$ cat config.mk
export PLATFORM = sky130hd
export DESIGN_NAME = page_xlat_cache
export DESIGN_NICKNAME = d
export VERILOG_FILES = /design/src/rtl/page_xlat_cache.sv
export SDC_FILE = /design/constraint.sdc
export NUM_CORES = 1
export LEC_CHECK = 0
export ABC_AREA = 1
export BUFFER_PORTS_ARGS = -buffer_cell sky130_fd_sc_hd__buf_4
export CORE_MARGIN = 2
export CORE_UTILIZATION = 33
export DETAILED_ROUTE_END_ITERATION = 8
export PLACE_DENSITY = 0.55
export SLEW_MARGIN = 20
export SYNTH_ARGS = -nofsm -noshare
export SYNTH_HDL_FRONTEND = slang
export SYNTH_SLANG_ARGS = --single-unit
$ cat constraint.sdc
create_clock -name clk -period 2.5 [get_ports clk]
set_input_delay 0.25 -clock clk [delete_from_list [all_inputs] [get_ports clk]]
set_output_delay 0.25 -clock clk [all_outputs]
set_load 0.1 [all_outputs]
$ cat src/rtl/page_xlat_cache.sv
module page_xlat_cache #(
  parameter int VPN_W  = 8,
  parameter int PPN_W  = 6,
  parameter int PERM_W = 2,
  parameter int SETS   = 4,
  parameter int WAYS   = 4
) (
  input  logic              clk,
  input  logic              rst_n,
  input  logic [VPN_W-1:0]  lk_vpn,
  output logic              lk_hit,
  output logic [PPN_W-1:0]  lk_ppn,
  output logic [PERM_W-1:0] lk_perm,
  input  logic              fl_en,
  input  logic [VPN_W-1:0]  fl_vpn,
  input  logic [PPN_W-1:0]  fl_ppn,
  input  logic [PERM_W-1:0] fl_perm,
  input  logic              flush
);
  localparam int SET_W = $clog2(SETS);
  localparam int WAY_W = $clog2(WAYS);
  localparam int TAG_W = VPN_W - SET_W;
  localparam int BOOT_W = 1 + TAG_W + PPN_W;

  logic [SETS-1:0][WAYS-1:0] vld;
  logic [TAG_W-1:0]  tag_q  [SETS][WAYS];
  logic [PPN_W-1:0]  ppn_q  [SETS][WAYS];
  logic [PERM_W-1:0] perm_q [SETS][WAYS];
  logic [WAY_W-1:0]  ptr_q  [SETS];

  function automatic logic [BOOT_W-1:0] boot_entry(int s, int w);
    if (SETS != 4 || WAYS != 4) return '0;
    case (s * 4 + w)
      1:       return {1'b1, TAG_W'(9),  PPN_W'(13)};
      3:       return {1'b1, TAG_W'(7),  PPN_W'(2)};
      4:       return {1'b1, TAG_W'(3),  PPN_W'(45)};
      13:      return {1'b1, TAG_W'(3),  PPN_W'(13)};
      14:      return {1'b1, TAG_W'(10), PPN_W'(52)};
      default: return '0;
    endcase
  endfunction

  wire [SET_W-1:0] lk_set = lk_vpn[SET_W-1:0];
  wire [TAG_W-1:0] lk_tag = lk_vpn[VPN_W-1:SET_W];
  wire [SET_W-1:0] fl_set = fl_vpn[SET_W-1:0];
  wire [TAG_W-1:0] fl_tag = fl_vpn[VPN_W-1:SET_W];

  logic [WAYS-1:0] lk_match;
  always_comb begin
    lk_ppn  = '0;
    lk_perm = '0;
    for (int w = 0; w < WAYS; w++) begin
      lk_match[w] = vld[lk_set][w] && (tag_q[lk_set][w] == lk_tag);
      if (lk_match[w]) begin
        lk_ppn  = lk_ppn  | ppn_q[lk_set][w];
        lk_perm = lk_perm | perm_q[lk_set][w];
      end
    end
  end
  assign lk_hit = |lk_match;

  logic [WAYS-1:0]  fl_same, fl_free;
  logic [WAY_W-1:0] same_way, free_way, fl_way;
  always_comb begin
    same_way = '0;
    free_way = '0;
    for (int w = WAYS - 1; w >= 0; w--) begin
      fl_same[w] = vld[fl_set][w] && (tag_q[fl_set][w] == fl_tag);
      fl_free[w] = !vld[fl_set][w];
      if (fl_same[w]) same_way = WAY_W'(w);
      if (fl_free[w]) free_way = WAY_W'(w);
    end
    if (|fl_same)      fl_way = same_way;
    else if (|fl_free) fl_way = free_way;
    else               fl_way = ptr_q[fl_set];
  end

  wire do_fill  = fl_en && !flush;
  wire do_evict = do_fill && !(|fl_same) && !(|fl_free);

  always_ff @(posedge clk) begin
    if (!rst_n) begin
      for (int s = 0; s < SETS; s++) begin
        ptr_q[s] <= '0;
        for (int w = 0; w < WAYS; w++) begin
          {vld[s][w], tag_q[s][w], ppn_q[s][w]} <= boot_entry(s, w);
          perm_q[s][w] <= PERM_W'(boot_entry(s, w)[BOOT_W-1]);
        end
      end
    end else if (flush) begin
      vld <= '0;
    end else if (do_fill) begin
      vld[fl_set][fl_way]    <= 1'b1;
      tag_q[fl_set][fl_way]  <= fl_tag;
      ppn_q[fl_set][fl_way]  <= fl_ppn;
      perm_q[fl_set][fl_way] <= fl_perm;
      if (do_evict)
        ptr_q[fl_set] <= (ptr_q[fl_set] == WAY_W'(WAYS - 1)) ? '0 : ptr_q[fl_set] + 1'b1;
    end
  end

  p_single_match_r7: assert property (@(posedge clk) disable iff (!rst_n)
    $onehot0(lk_match));
  p_flush_clears_r8: assert property (@(posedge clk) disable iff (!rst_n)
    flush |=> (vld == '0));
  p_fill_keeps_count_r5: assert property (@(posedge clk) disable iff (!rst_n)
    (fl_en && !flush) |=> ($countones(vld) >= $past($countones(vld))));
  p_ptr_idle_r6: assert property (@(posedge clk) disable iff (!rst_n)
    !fl_en |=> (ptr_q[0] == $past(ptr_q[0]) && ptr_q[SETS-1] == $past(ptr_q[SETS-1])));
endmodule

==> After elaboration in Yosys (flattened, before gate mapping) <==
Memories as Yosys holds them, arrays and structs flattened.
Index checks and enable logic that the tools add are counted.
{ "totals": {"mem_count": 2, "romBits": 0, "in_bits": 28, "mem_bits_rw": 40, "out_inout_bits": 9, "reg_bits": 208, "latchBits": 0} }
{ "classes": {"n_shift": 0, "div": 0, "add_sub_neg": 1, "bitwise": 12, "n_mux": 68, "order_cmp": 10, "reduce_logical": 30, "eq_ne": 9, "mul": 0} }
{ "memory_table": {"columns": ["memory", "words", "word_bits", "rd", "rd_ports_with_merged_regs", "wr", "line", "rtl"], "rows": [
  ["perm_q", 4, 8, 1, 0, 4, "28", "logic [PERM_W-1:0] perm_q [SETS][WAYS];"],
  ["ptr_q", 4, 2, 1, 0, 4, "29", "logic [WAY_W-1:0] ptr_q [SETS];"]
]} }
{ "op_table": {"columns": ["operator", "count"], "rows": [
  ["96-bit bitwise mux", 2],
  ["24-bit two-way mux", 7],
  ["24-bit binary-select mux with 2-bit select", 3],
  ["13-bit two-way mux", 6],
  ["24-bit demux with 2-bit select", 1],
  ["6-bit == test", 8],
  ["2-bit two-way mux", 19],
  ["15-bit two-way mux", 2],
  ["6-bit two-way mux", 5],
  ["8-bit two-way mux", 3],
  ["6-bit OR", 3],
  ["4-bit binary-select mux with 2-bit select", 2],
  ["16-bit OR", 1],
  ["1-bit logical AND", 15],
  ["6-bit demux with 2-bit select", 1],
  ["4-bit two-way mux", 3],
  ["4-bit OR reduction", 3],
  ["1-bit two-way mux", 11],
  ["3-bit greater-or-equal comparator (second input constant)", 3],
  ["2-bit by 3-bit less-than comparator with 1-bit output (second input constant)", 3],
  ["2-bit inverter with 3-bit output", 3],
  ["4-bit demux with 2-bit select", 1],
  ["8-bit OR reduction", 1],
  ["1-bit logical NOT", 7],
  ["11 further kinds", 17]
]} }

==> Logic depth before layout (Yosys ltp) <==
Gate-level depths: netlist (run 1).
{ "logic_depth": {"word_depth": 20, "mapped_depth": 22, "depth_no_buf": 17} }

==> Least setup slack after synthesis (run 1) <==
Ideal clock, no wire load.
{ "synth_path": {"path_type": "input-to-output", "startpoint": "input lk_vpn[0]", "endpoint": "output lk_perm[1]", "t_required_ns": 2.250, "n_path_buf": 3, "arrival_ns": 2.820, "setup_slack_ns": -0.570, "stages": 12, "path_cell_list": "buf_2 > clkinv_1 > clkbuf_1 > clkbuf_1 > o21ai_0 > nand2_1 > o21ai_0 > nor2_1 > nand3b_1 > nor3_1 > nand2_1 > nand4_1"} }
{ "synth_via": {"elab_chain_len": 13, "word_cells_on_any_way": 22} }
{ "synth_lines": {"columns": ["item", "line", "rtl"], "rows": [
  ["from (decl)", "10", "input logic [VPN_W-1:0] lk_vpn,"],
  ["2-bit inverter with 3-bit output (not written as such)", "53", "lk_match[w] = vld[lk_set][w] && (tag_q[lk_set][w] == lk_tag);"],
  ["24-bit binary-select mux with 2-bit select", "53", null],
  ["24-bit two-way mux (not written as such) (2 in a row)", "53", null],
  ["6-bit == test", "53", null],
  ["1-bit logical AND", "53", null],
  ["2-bit two-way mux", "54", "if (lk_match[w]) begin"],
  ["2-bit OR", "56", "lk_perm = lk_perm | perm_q[lk_set][w];"],
  ["2-bit two-way mux", "54", null],
  ["2-bit OR", "56", null],
  ["2-bit two-way mux", "54", null],
  ["2-bit OR", "56", null],
  ["2-bit two-way mux *", "54", null],
  ["to (decl)", "13", "output logic [PERM_W-1:0] lk_perm,"]
]} }
Mark *: on every way between the ends. The rest lies on a longest branch, timed or not. The select of a mux whose other input is x is not followed.

==> Worst setup path after layout (run 1) <==
{ "layout_path": {"startpoint": "register tag_q[32] (netlist bit)", "endpoint": "output lk_ppn[5]"} }
{ "layout_via": {"elab_chain_len": 8} }
{ "layout_lines": {"columns": ["item", "line", "rtl"], "rows": [
  ["from (decl)", "26", "logic [TAG_W-1:0] tag_q [SETS][WAYS];"],
  ["from (signal, indexed assignment)", "86", "{vld[s][w], tag_q[s][w], ppn_q[s][w]} <= boot_entry(s, w);"],
  ["from (signal, indexed assignment)", "94", "tag_q[fl_set][fl_way] <= fl_tag;"],
  ["24-bit binary-select mux with 2-bit select *", "53", null],
  ["24-bit two-way mux * (2 in a row)", null, null],
  ["6-bit == test *", "53", null],
  ["1-bit logical AND *", "53", null],
  ["6-bit two-way mux *", "54", null],
  ["6-bit OR", "55", "lk_ppn = lk_ppn | ppn_q[lk_set][w];"],
  ["6-bit two-way mux *", "54", null],
  ["to (decl)", "12", "output logic [PPN_W-1:0] lk_ppn,"]
]} }
Marks and branches as above.

==> results of run 1 <==
==> worst register-to-register path: cells and delay by family (launching register included) <==
family | cells | cell delay [ns]
flip-flops | 1 | 0.34
AND/OR/NAND/NOR | 14 | 1.36
buffers and inverters | 4 | 0.62
==> final cells by class <==
type | count | area [um2] | share of cell area [%]
inverters | 231 | 887 | 5.01
clock buffers | 42 | 845 | 4.77
repair inverters | 1 | 5.00 | 0.0283
clock inverters | 11 | 159 | 0.898
flip-flops and latches | 248 | 5410 | 30.6
repair buffers | 224 | 2250 | 12.7
multi-input cells | 1564 | 7470 | 42.2
well taps | 539 | 674 | 3.81
==> where the power goes <==
group	internal, mW	total [mW]	switching, mW
combinational	0.441	1.33	0.885
clock	2.74	4.51	1.76
sequential	4.12	4.15	0.0314
==> layer usage <==
metal,global-route usage (%),up-vias,wire length (um)
met5,0,-,0
met1,31.4,7020,23000
met4,6.97,0,1120
li1,-,7361,-
met2,36.7,549,23100
met3,2.91,71,3420
==> final timing paths <==
kind	start	end	slack, ns	cells after the start
worst max-delay path	tag_q[32]	lk_ppn[5]	-0.24	10
worst min-delay path	fl_vpn[4]	tag_q[26]	0.03	3
worst max register to register	tag_q[89]	ppn_q[50]	0.11	18
worst min register to register	ppn_q[11]	ppn_q[11]	0.46	2
==> logic make-up (layout without fill, tap and decap cells) <==
group / count (synthesis) / after routing / share of synthesized area (%)
AOI/OAI and AO/OA: 241 / 241 / 8.93
adders and majority gates: 1 / 1 / 0.0886
and+or+nand+nor: 1311 / 1311 / 40.7
xor gates and xnor gates: 11 / 11 / 0.682
DFF: 248 / 248 / 38.0
buffers and inverters: 408 / 509 / 11.6
==> repair_timing <==
action                                 4_1_cts  5_1_grt
hold buffers                                 6        0
buffers inserted                             5       11
gates resized for setup                     78      117
setup endpoints to repair                  116      282
pin swaps                                   21       47
endpoints found under the hold margin       14        0
cloned                                       2        0
==> registers in the layout (all words and copies together), names as in the netlist <==
register,count
vld,16
ptr_q,8
ppn_q,96
tag_q,96
perm_q,32
==> cells in the mapped netlist (all sizes together) <==
cell	n
buf	76
o211ai	2
clkbuf	101
dfxtp	208
edfxtp	40
or2	2
nor3	9
clkinv	3
inv	228
xor2	11
nand4	167
nand3	215
a21oi	74
a211oi	5
ha	1
nand3b	2
nand2	679
o21ai	134
nor4	1
o22ai	24
and2	2
o2111ai	1
a22o	1
and3	1
nor2	233
==> cells in the final DEF, fill, tap and decap left out, drive strengths merged <==
master       instances
a211oi               5
a21oi               74
a22o                 1
and2                 2
and3                 1
buf                218
bufinv               4
clkbuf              42
clkinv               9
dfxtp              208
dlygate4sd3          6
edfxtp              40
ha                   1
inv                230
nand2              679
nand3              215
nand3b               2
nand4              167
nor2               233
nor3                 9
nor4                 1
o2111ai              1
o211ai               2
o21ai              134
o22ai               24
or2                  2
xor2                11
==> metrics by stage <==
step                setup slack, ns  setup TNS, ns  power [mW]
floorplan                   0.00734              0        4.97
global placement             -0.409         -66.45        5.45
detailed placement           -0.450         -67.28        5.46
CTS                          -0.281          -1.97        9.99
global route                 -0.303          -2.32        10.4
finish                       -0.244          -1.65        9.98
==> flow_metrics.py, run 1 <==
metrics = {
    "global_routing": {
        "grt_usage_pct": 22.7,
        "overflow": 0,
        "grt_start_max_net_pins": 142,
        "grt_pass1_vias": 14100,
        "antenna_found_initial": 0,
        "grt_pass1_wl_um": 79600,
    },
    "power_and_ir_drop": {
        "irDropWorstVdd_mv": 0.440,
        "p_leak_nw": 8.08,
        "pwr_density_cell_mw_per_mm2": 564,
    },
    "yosys": {
        "syn_area_mm2": 0.0141,
        "synth.top_cell.area_share_pct": 29.5,
        "yosys.area.top_type": "dfxtp_1",
        "synthTopCellsByArea": "dfxtp_1, nand2_1, edfxtp_1, nand3_1, nand4_1",
        "ys.warnings.count": 0,
        "synthesis.nets": 2249,
        "synth_cell_types": 38,
        "syn_avg_cell_area_um2": 6.36,
        "synth_seq_cells": 248,
        "netlist_instances": 2220,
        "seq_area_frac_synth_pct": 38.0,
    },
    "outcome": {
        "outcome": "finished, violations left",
        "violations": "negative setup slack",
    },
    "setup_path": {
        "start_kind": "flop",
        "slowest_stage": "a211oi_2",
        "crit_required_ns": 2.25,
        "critPathMaxStageDelay_ns": 0.37,
        "critical_path.top_delay_family": "simple AND/OR/NAND/NOR gates",
        "crit_path_max_fanout": 5,
        "crit_chain": "inv_1 > o21ai_1 > nand2_1 > xor2_1 > a211oi_2 > nand3_4 > clkinv_4 > nand2_1 > nand4_1 > buf_12",
        "cp_common_cell": "nand2_1",
        "critical_path_arrival_ns": 2.49,
        "cp-end-kind": "primary output",
        "critPathBufInv": 3,
        "path_class": "flop to primary output",
    },
    "drt": {
        "wire_per_inst_um": 17.7,
        "dr.first_iter.drc_count": 1416,
        "remaining_drc_errors": 0,
        "ant_nets": 0,
        "num_vias": 15000,
        "routed_via_density": 5.25,
        "first_pass_iters": 5,
        "routed_wl_um": 50600,
    },
    "clocking": {
        "cts_root_buf": "clkbuf_16",
        "h-tree-depth": 1,
        "clk_pin_slew_ns": 0.06,
        "insertion_delay_ns": 0.57,
        "cts_sinks": 248,
        "cts_tree": "done",
        "clk_path_buf_depth": 3,
        "cts_buffers": 29,
    },
    "run": {
        "maxCapViolCount": 0,
    },
    "floorplanning": {
        "die_y_um": 211,
        "core-area_mm2": 0.0421,
        "num_io_pins": 37,
        "die_area_mm2": 0.0445,
        "row_count": 75,
        "dieWidth_um": 211,
        "start_util_pct": 33.5,
    },
    "timing": {
        "fmax_ghz": 0.364,
        "rsz0062_at_grt": "true",
        "setup_slack_ns": -0.244,
        "finalSetupViolCount": 9,
        "finalCritPeriodShare_pct": 110,
        "worst_pin_slew_ns": 1.09,
        "finalClockSkew_ns": 0.0125,
        "relSlewSlack_pct": 27.6,
        "fin_crit_ns": 2.74,
        "worst_hold_slack_ns": 0.0308,
        "hold_viol": 0,
        "report.final.slew_viol_count": 0,
    },
    "placement": {
        "io_buffers": 36,
        "dpl-instance-area_mm2": 0.0160,
        "dp_hpwl_um": 34900,
        "dpl.cell_count": 2785,
        "gp_congestion": 0.902,
    },
    "finish": {
        "nFillCells": 4299,
        "layout.nets": 2328,
        "layout-drive-gt1-share_pct": 17.4,
        "instances_no_fill": 2860,
        "antenna_cells": 0,
        "area_growth_pct": 25.3,
        "stdcell_area_mm2": 0.0177,
        "final_util_pct": 42.0,
    },
    "hold_path": {
        "hold_class": "input pin to flop",
    },
}
Note: power is estimated with default switching activity, not from simulation.
==> inputs of run 2 (changes only) <==
SKIP_LAST_GASP = 1   (was unset)
==> run 2 against run 1 <==
The run still ends with negative setup slack left. Fmax barely moved. Count of clock-buffer cells in the layout is the same. Non-clock buffer count stayed put. Sequential power hardly changed. Final cell count is the same. Power hardly changed. Wire length decreased by 0.15%. Worst hold slack better by 0.0029 ns. Flip-flop and latch count unchanged. Combinational power barely moved. Die area did not move. Critical endpoint is now lk_perm[0]. Highest routed layer unchanged.
==> flow_metrics.py, run 2 (synthesis results as in run 1) <==
metrics = {
    "placement": {
        "place_ws_ns": -0.450,
        "dpl.cell_count": 2785,
        "dp_hpwl_um": 34900,
        "io_buffers": 36,
        "gp_congestion": 0.902,
    },
    "timing": {
        "report.final.slew_viol_count": 0,
        "setup_slack_ns": -0.245,
        "finalCritPeriodShare_pct": 110,
        "finalClockSkew_ns": 0.0156,
        "hold_viol": 0,
        "finalSetupViolCount": 9,
        "fin_crit_ns": 2.75,
        "relSlewSlack_pct": 26.6,
        "worst_pin_slew_ns": 1.10,
        "rsz0062_at_grt": "true",
        "fmax_ghz": 0.364,
        "setup_tns_ns": -1.64,
    },
    "drt": {
        "wl_met1_um": 23000,
        "remaining_drc_errors": 0,
        "wl_met3_um": 3360,
        "routed.top_layer": "met4",
        "dr.first_iter.drc_count": 1334,
        "routed_wl_um": 50500,
        "wire_per_inst_um": 17.7,
        "first_pass_iters": 5,
        "ant_nets": 0,
        "routed_via_density": 5.22,
        "num_vias": 14900,
        "route.met2.wl_um": 23100,
    },
    "power_and_ir_drop": {
        "combPwrFrac_pct": 13.3,
        "irDropWorstVdd_mv": 0.441,
        "pwr_density_cell_mw_per_mm2": 564,
        "p_leak_nw": 8.07,
        "netSwitchingFraction_pct": 26.8,
        "p_seq_share_pct": 41.6,
        "p_switching_mw": 2.67,
        "internal_power_mw": 7.30,
        "p_clk_share_pct": 45.1,
    },
    "clocking": {
        "h-tree-depth": 1,
        "cts_root_buf": "clkbuf_16",
        "insertion_delay_ns": 0.57,
        "cts_buffers": 29,
        "cts_tree": "done",
        "clk_path_buf_depth": 3,
        "cts_sinks": 248,
        "clk_pin_slew_ns": 0.06,
    },
    "floorplanning": {
        "num_io_pins": 37,
        "start_util_pct": 33.5,
        "core-area_mm2": 0.0421,
        "die_area_mm2": 0.0445,
        "row_count": 75,
        "die_y_um": 211,
        "dieWidth_um": 211,
    },
    "global_routing": {
        "grt_pass1_wl_um": 79600,
        "grt_start_max_net_pins": 142,
        "grt_pass1_vias": 14000,
        "antenna_found_initial": 0,
        "overflow": 0,
        "grt_usage_pct": 22.6,
    },
    "run": {
        "maxCapViolCount": 0,
    },
    "hold_path": {
        "hold_class": "input pin to flop",
    },
    "finish": {
        "layout.nets": 2328,
        "layout-drive-gt1-share_pct": 17.4,
        "nFillCells": 4297,
        "antenna_cells": 0,
        "top_regs": "ppn_q x96, tag_q x96, perm_q x32",
        "layout_common_cells": "nand2_1, inv_1, nor2_1, nand3_1, dfxtp_1",
        "area_growth_pct": 25.4,
        "layout_commonest_cell": "nand2_1",
        "instances_no_fill": 2860,
    },
    "outcome": {
        "outcome": "finished, violations left",
        "violations": "negative setup slack",
    },
    "setup_path": {
        "critical_path_arrival_ns": 2.50,
        "crit_path_max_fanout": 5,
        "path_class": "flop to primary output",
        "cp-end-kind": "primary output",
        "start_kind": "flop",
        "crit_required_ns": 2.25,
    },
}
run 2: cell counts in the layout (fill, tap and decap cells not counted):
No cell type changed its count.
run 2: area by class of cell:
cell class                 instances  area, um2  area share, %
multi-input combinational       1564       7470           42.2
timing repair buffer             224       2250           12.7
sequential                       248       5410           30.5
inverter                         231        887           5.01
timing repair inverter             1       5.00         0.0283
clock buffer                      42        845           4.77
clock inverter                    11        159          0.898
tap                              539        674           3.81
run 2: what timing repair did:
action	4_1_cts	5_1_grt
pin swaps	20	47
cloned	2	0
endpoints found under the setup margin	116	282
hold buffers	6	0
gates resized for setup	75	121
setup buffers	5	11
endpoints found under the hold margin	14	0
run 2: critical path: stages (launching register included):
cell      delay, ns
dfxtp_1        0.32
inv_1          0.05
o21ai_1        0.13
nand2_1        0.08
xor2_1         0.15
a211oi_2       0.37
nand3_4        0.20
clkinv_4       0.13
nand2_1        0.05
nand4_1        0.20
buf_8          0.24
run 2: power groups by stage:
stage	sequential [mW]	clock, mW	combinational [mW]
after floorplan	4.22	0	0.751
after CTS	4.15	4.59	1.26
after detailed placement	4.23	0	1.22
after global placement	4.23	0	1.22
final	4.15	4.50	1.32
after global routing	4.15	4.76	1.44
run 2: per-stage QoR:
stage	hold slack [ns]	area (um2)	util, %	total power [mW]
floorplan	0.366	14200	-	4.97
global placement	0.435	16000	37.9	5.45
detailed placement	0.443	16000	37.9	5.46
CTS	0.00201	17300	41.0	9.99
global route	0.0171	17700	42.0	10.4
finish	0.0337	17700	42.0	9.98
run 2: layer usage:
metal / vias up / GRT usage (%)
li1: 7353 / -
met1: 7015 / 31.4
met2: 494 / 36.7
met3: 69 / 2.91
met4: 0 / 6.97
met5: - / 0
run 2: worst paths after layout:
check	from	to	slack [ns]	cells after the start
worst min register to register	ppn_q[11]	ppn_q[11]	0.46	2
worst min-delay path	fl_ppn[4]	ppn_q[88]	0.03	3
worst max-delay path	tag_q[32]	lk_perm[0]	-0.25	10
worst max register to register	tag_q[89]	tag_q[65]	0.11	17
==> inputs of run 3 (changes only) <==
CTS_CLUSTER_DIAMETER = 100   (was unset)
PLACE_DENSITY = 0.54   (was 0.55)
clock period = 2.8 ns   (was 2.5 ns; I/O delays follow)
==> run 3 against run 2 <==
The run now ends clean. Global-route usage barely moved. Die area is the same. Utilization shrank 1.9 points. Register-to-register slack improved by 0.13 ns. Wire length about the same. Largest cell class unchanged.
==> flow_metrics.py, run 3 (synthesis results as in run 1) <==
metrics = {
    "timing": {
        "fin_crit_ns": 2.73,
        "finalSetupViolCount": 0,
        "finalClockSkew_ns": 0.0108,
        "rsz0062_at_grt": "true",
        "relSlewSlack_pct": 57.3,
        "hold_viol": 0,
        "fmax_ghz": 0.366,
        "setup_slack_ns": 0.0657,
        "worst_pin_slew_ns": 0.640,
        "report.final.slew_viol_count": 0,
        "finalCritPeriodShare_pct": 97.7,
    },
    "hold_path": {
        "min_to": "ppn_q[12]",
        "min_path_cells": 3,
        "hold_class": "input pin to flop",
        "worstHoldStart": "fl_ppn[0]",
    },
    "finish": {
        "layout_commonest_cell": "nand2_1",
        "area_growth_pct": 19.6,
        "nFillCells": 4373,
        "top_regs": "ppn_q x96, tag_q x96, perm_q x32",
        "multiInputGateArea_mm2": 0.00727,
        "layout-drive-gt1-share_pct": 13.4,
        "layout.nets": 2277,
        "layout_common_cells": "nand2_1, nor2_1, inv_1, nand3_1, dfxtp_1",
        "final-seq-area_mm2": 0.00540,
    },
    "placement": {
        "io_buffers": 36,
        "dp_hpwl_um": 34600,
        "gp_congestion": 0.891,
        "place_ws_ns": -0.100,
    },
    "setup_path": {
        "cp-end-kind": "primary output",
        "critical_path_arrival_ns": 2.45,
        "critPathMaxStageDelay_ns": 0.32,
        "crit_required_ns": 2.52,
        "path_class": "flop to primary output",
        "crit_path_max_fanout": 5,
        "timing.rr.start": "tag_q[40]",
        "critical_path.top_delay_family": "simple AND/OR/NAND/NOR gates",
        "critPathBufInv": 3,
        "rr_endpoint": "perm_q[2][7]",
        "slowest_stage": "dfxtp_2",
        "r2r_cells": 14,
        "crit_chain": "inv_1 > a21oi_1 > o21ai_0 > nand2_1 > o21ai_0 > nor2_1 > nand3b_1 > nor3_4 > buf_6 > nand2_1 > nand4_1 > buf_12",
        "start_kind": "flop",
        "r2r_slack_ns": 0.24,
    },
    "drt": {
        "remaining_drc_errors": 0,
        "dr.first_iter.drc_count": 1313,
        "first_pass_iters": 9,
        "num_vias": 14600,
        "ant_nets": 0,
        "routed_wl_um": 50600,
        "routed_via_density": 5.21,
        "wire_per_inst_um": 18.0,
    },
    "global_routing": {
        "grt_usage_pct": 22.7,
        "grt_start_max_net_pins": 133,
        "overflow": 0,
        "antenna_found_initial": 1,
        "grt_pass1_wl_um": 79600,
        "grt_pass1_vias": 13700,
    },
    "floorplanning": {
        "die_y_um": 211,
        "dieWidth_um": 211,
        "start_util_pct": 33.5,
        "core-area_mm2": 0.0421,
        "row_count": 75,
        "num_io_pins": 37,
        "die_area_mm2": 0.0445,
    },
    "power_and_ir_drop": {
        "pwr_density_cell_mw_per_mm2": 523,
        "power.total_mw": 8.82,
        "p_leak_nw": 7.73,
        "irDropWorstVdd_mv": 0.486,
    },
    "clocking": {
        "cts_root_buf": "clkbuf_16",
        "clk_pin_slew_ns": 0.06,
        "cts_tree": "done",
        "cts_buffers": 29,
        "cts_sinks": 248,
        "insertion_delay_ns": 0.59,
        "h-tree-depth": 1,
        "clk_path_buf_depth": 3,
    },
    "outcome": {
        "outcome": "finished, final reports clean",
    },
    "run": {
        "maxCapViolCount": 0,
    },
}
## run 3: cell types whose count changed in the layout (fill, tap and decap cells not counted), moves of 10 or more
cell / delta
buf_6: -11
buf_4: -24
nand3_1: +10
nor2_1: +12
buf_12: -10
nand2_2: -11
nand2_1: +11
## run 3: layout make-up
type | count | share of cell area [%]
multi-input cells | 1564 | 43.0
flip-flops and latches | 248 | 32.0
repair buffers | 173 | 9.81
inverters | 231 | 5.19
clock buffers | 42 | 5.06
well taps | 539 | 3.99
clock inverters | 11 | 0.860
repair inverters | 1 | 0.0445
diodes | 1 | 0.0148
## run 3: where the power goes
part / internal, mW / switching (mW) / total (mW)
sequential: 3.68 / 0.0270 / 3.70
clock: 2.39 / 1.63 / 4.02
combinational: 0.332 / 0.771 / 1.10
total: 6.40 / 2.42 / 8.82
## run 3: per-layer routing
layer	GRT usage [%]	part of all wire [%]
met1	31.7	46
met4	5.63	2.0
met2	37.5	47
met3	2.27	5.9
met5	0	0
## run 3: how the worst max path moves through the flow
stage | startpoint | endpoint | slack [ns] | depth (start not counted)
2_1_floorplan | lk_vpn[0] | lk_ppn[4] | 0.03 | 10
3_3_place_gp | lk_vpn[0] | lk_perm[1] | -0.06 | 11
3_5_place_dp | fl_vpn[0] | tag_q[73] | -0.10 | 20
4_1_cts | tag_q[46] | lk_perm[1] | -0.007 | 11
5_1_grt | tag_q[70] | lk_perm[1] | -0.07 | 11
6_report | vld[4] | lk_perm[1] | 0.07 | 12
## run 3: what timing repair did
| action | in CTS | in global routing |
|---|---|---|
| pin swaps | 2 | 21 |
| gates resized for setup | 15 | 90 |
| gates cloned | 0 | 2 |
| hold buffers | 2 | 0 |
| hold endpoints to repair | 4 | 0 |
| endpoints found under the setup margin | 9 | 20 |
| buffers inserted | 0 | 4 |
## run 3: metrics by stage
step | area (um2) | utilization (%) | setup TNS, ns | hold WS [ns] | cells
final | 16900 | 40.1 | 0 | 0.0280 | 2810
after global routing | 16900 | 40.1 | -0.472 | 0.0258 | 2810
after floorplan | 14100 | - | 0 | 0.396 | 2220
after global placement | 15600 | 37.0 | -1.66 | 0.434 | 2748
after CTS | 16700 | 39.5 | -0.00700 | 0.00693 | 2803
after detailed placement | 15600 | 37.0 | -4.09 | 0.440 | 2748
## run 3: worst min-delay path, cell delays in order
cell     delay, ns
buf_4         0.17
nand2_1       0.07
nand3_1       0.05
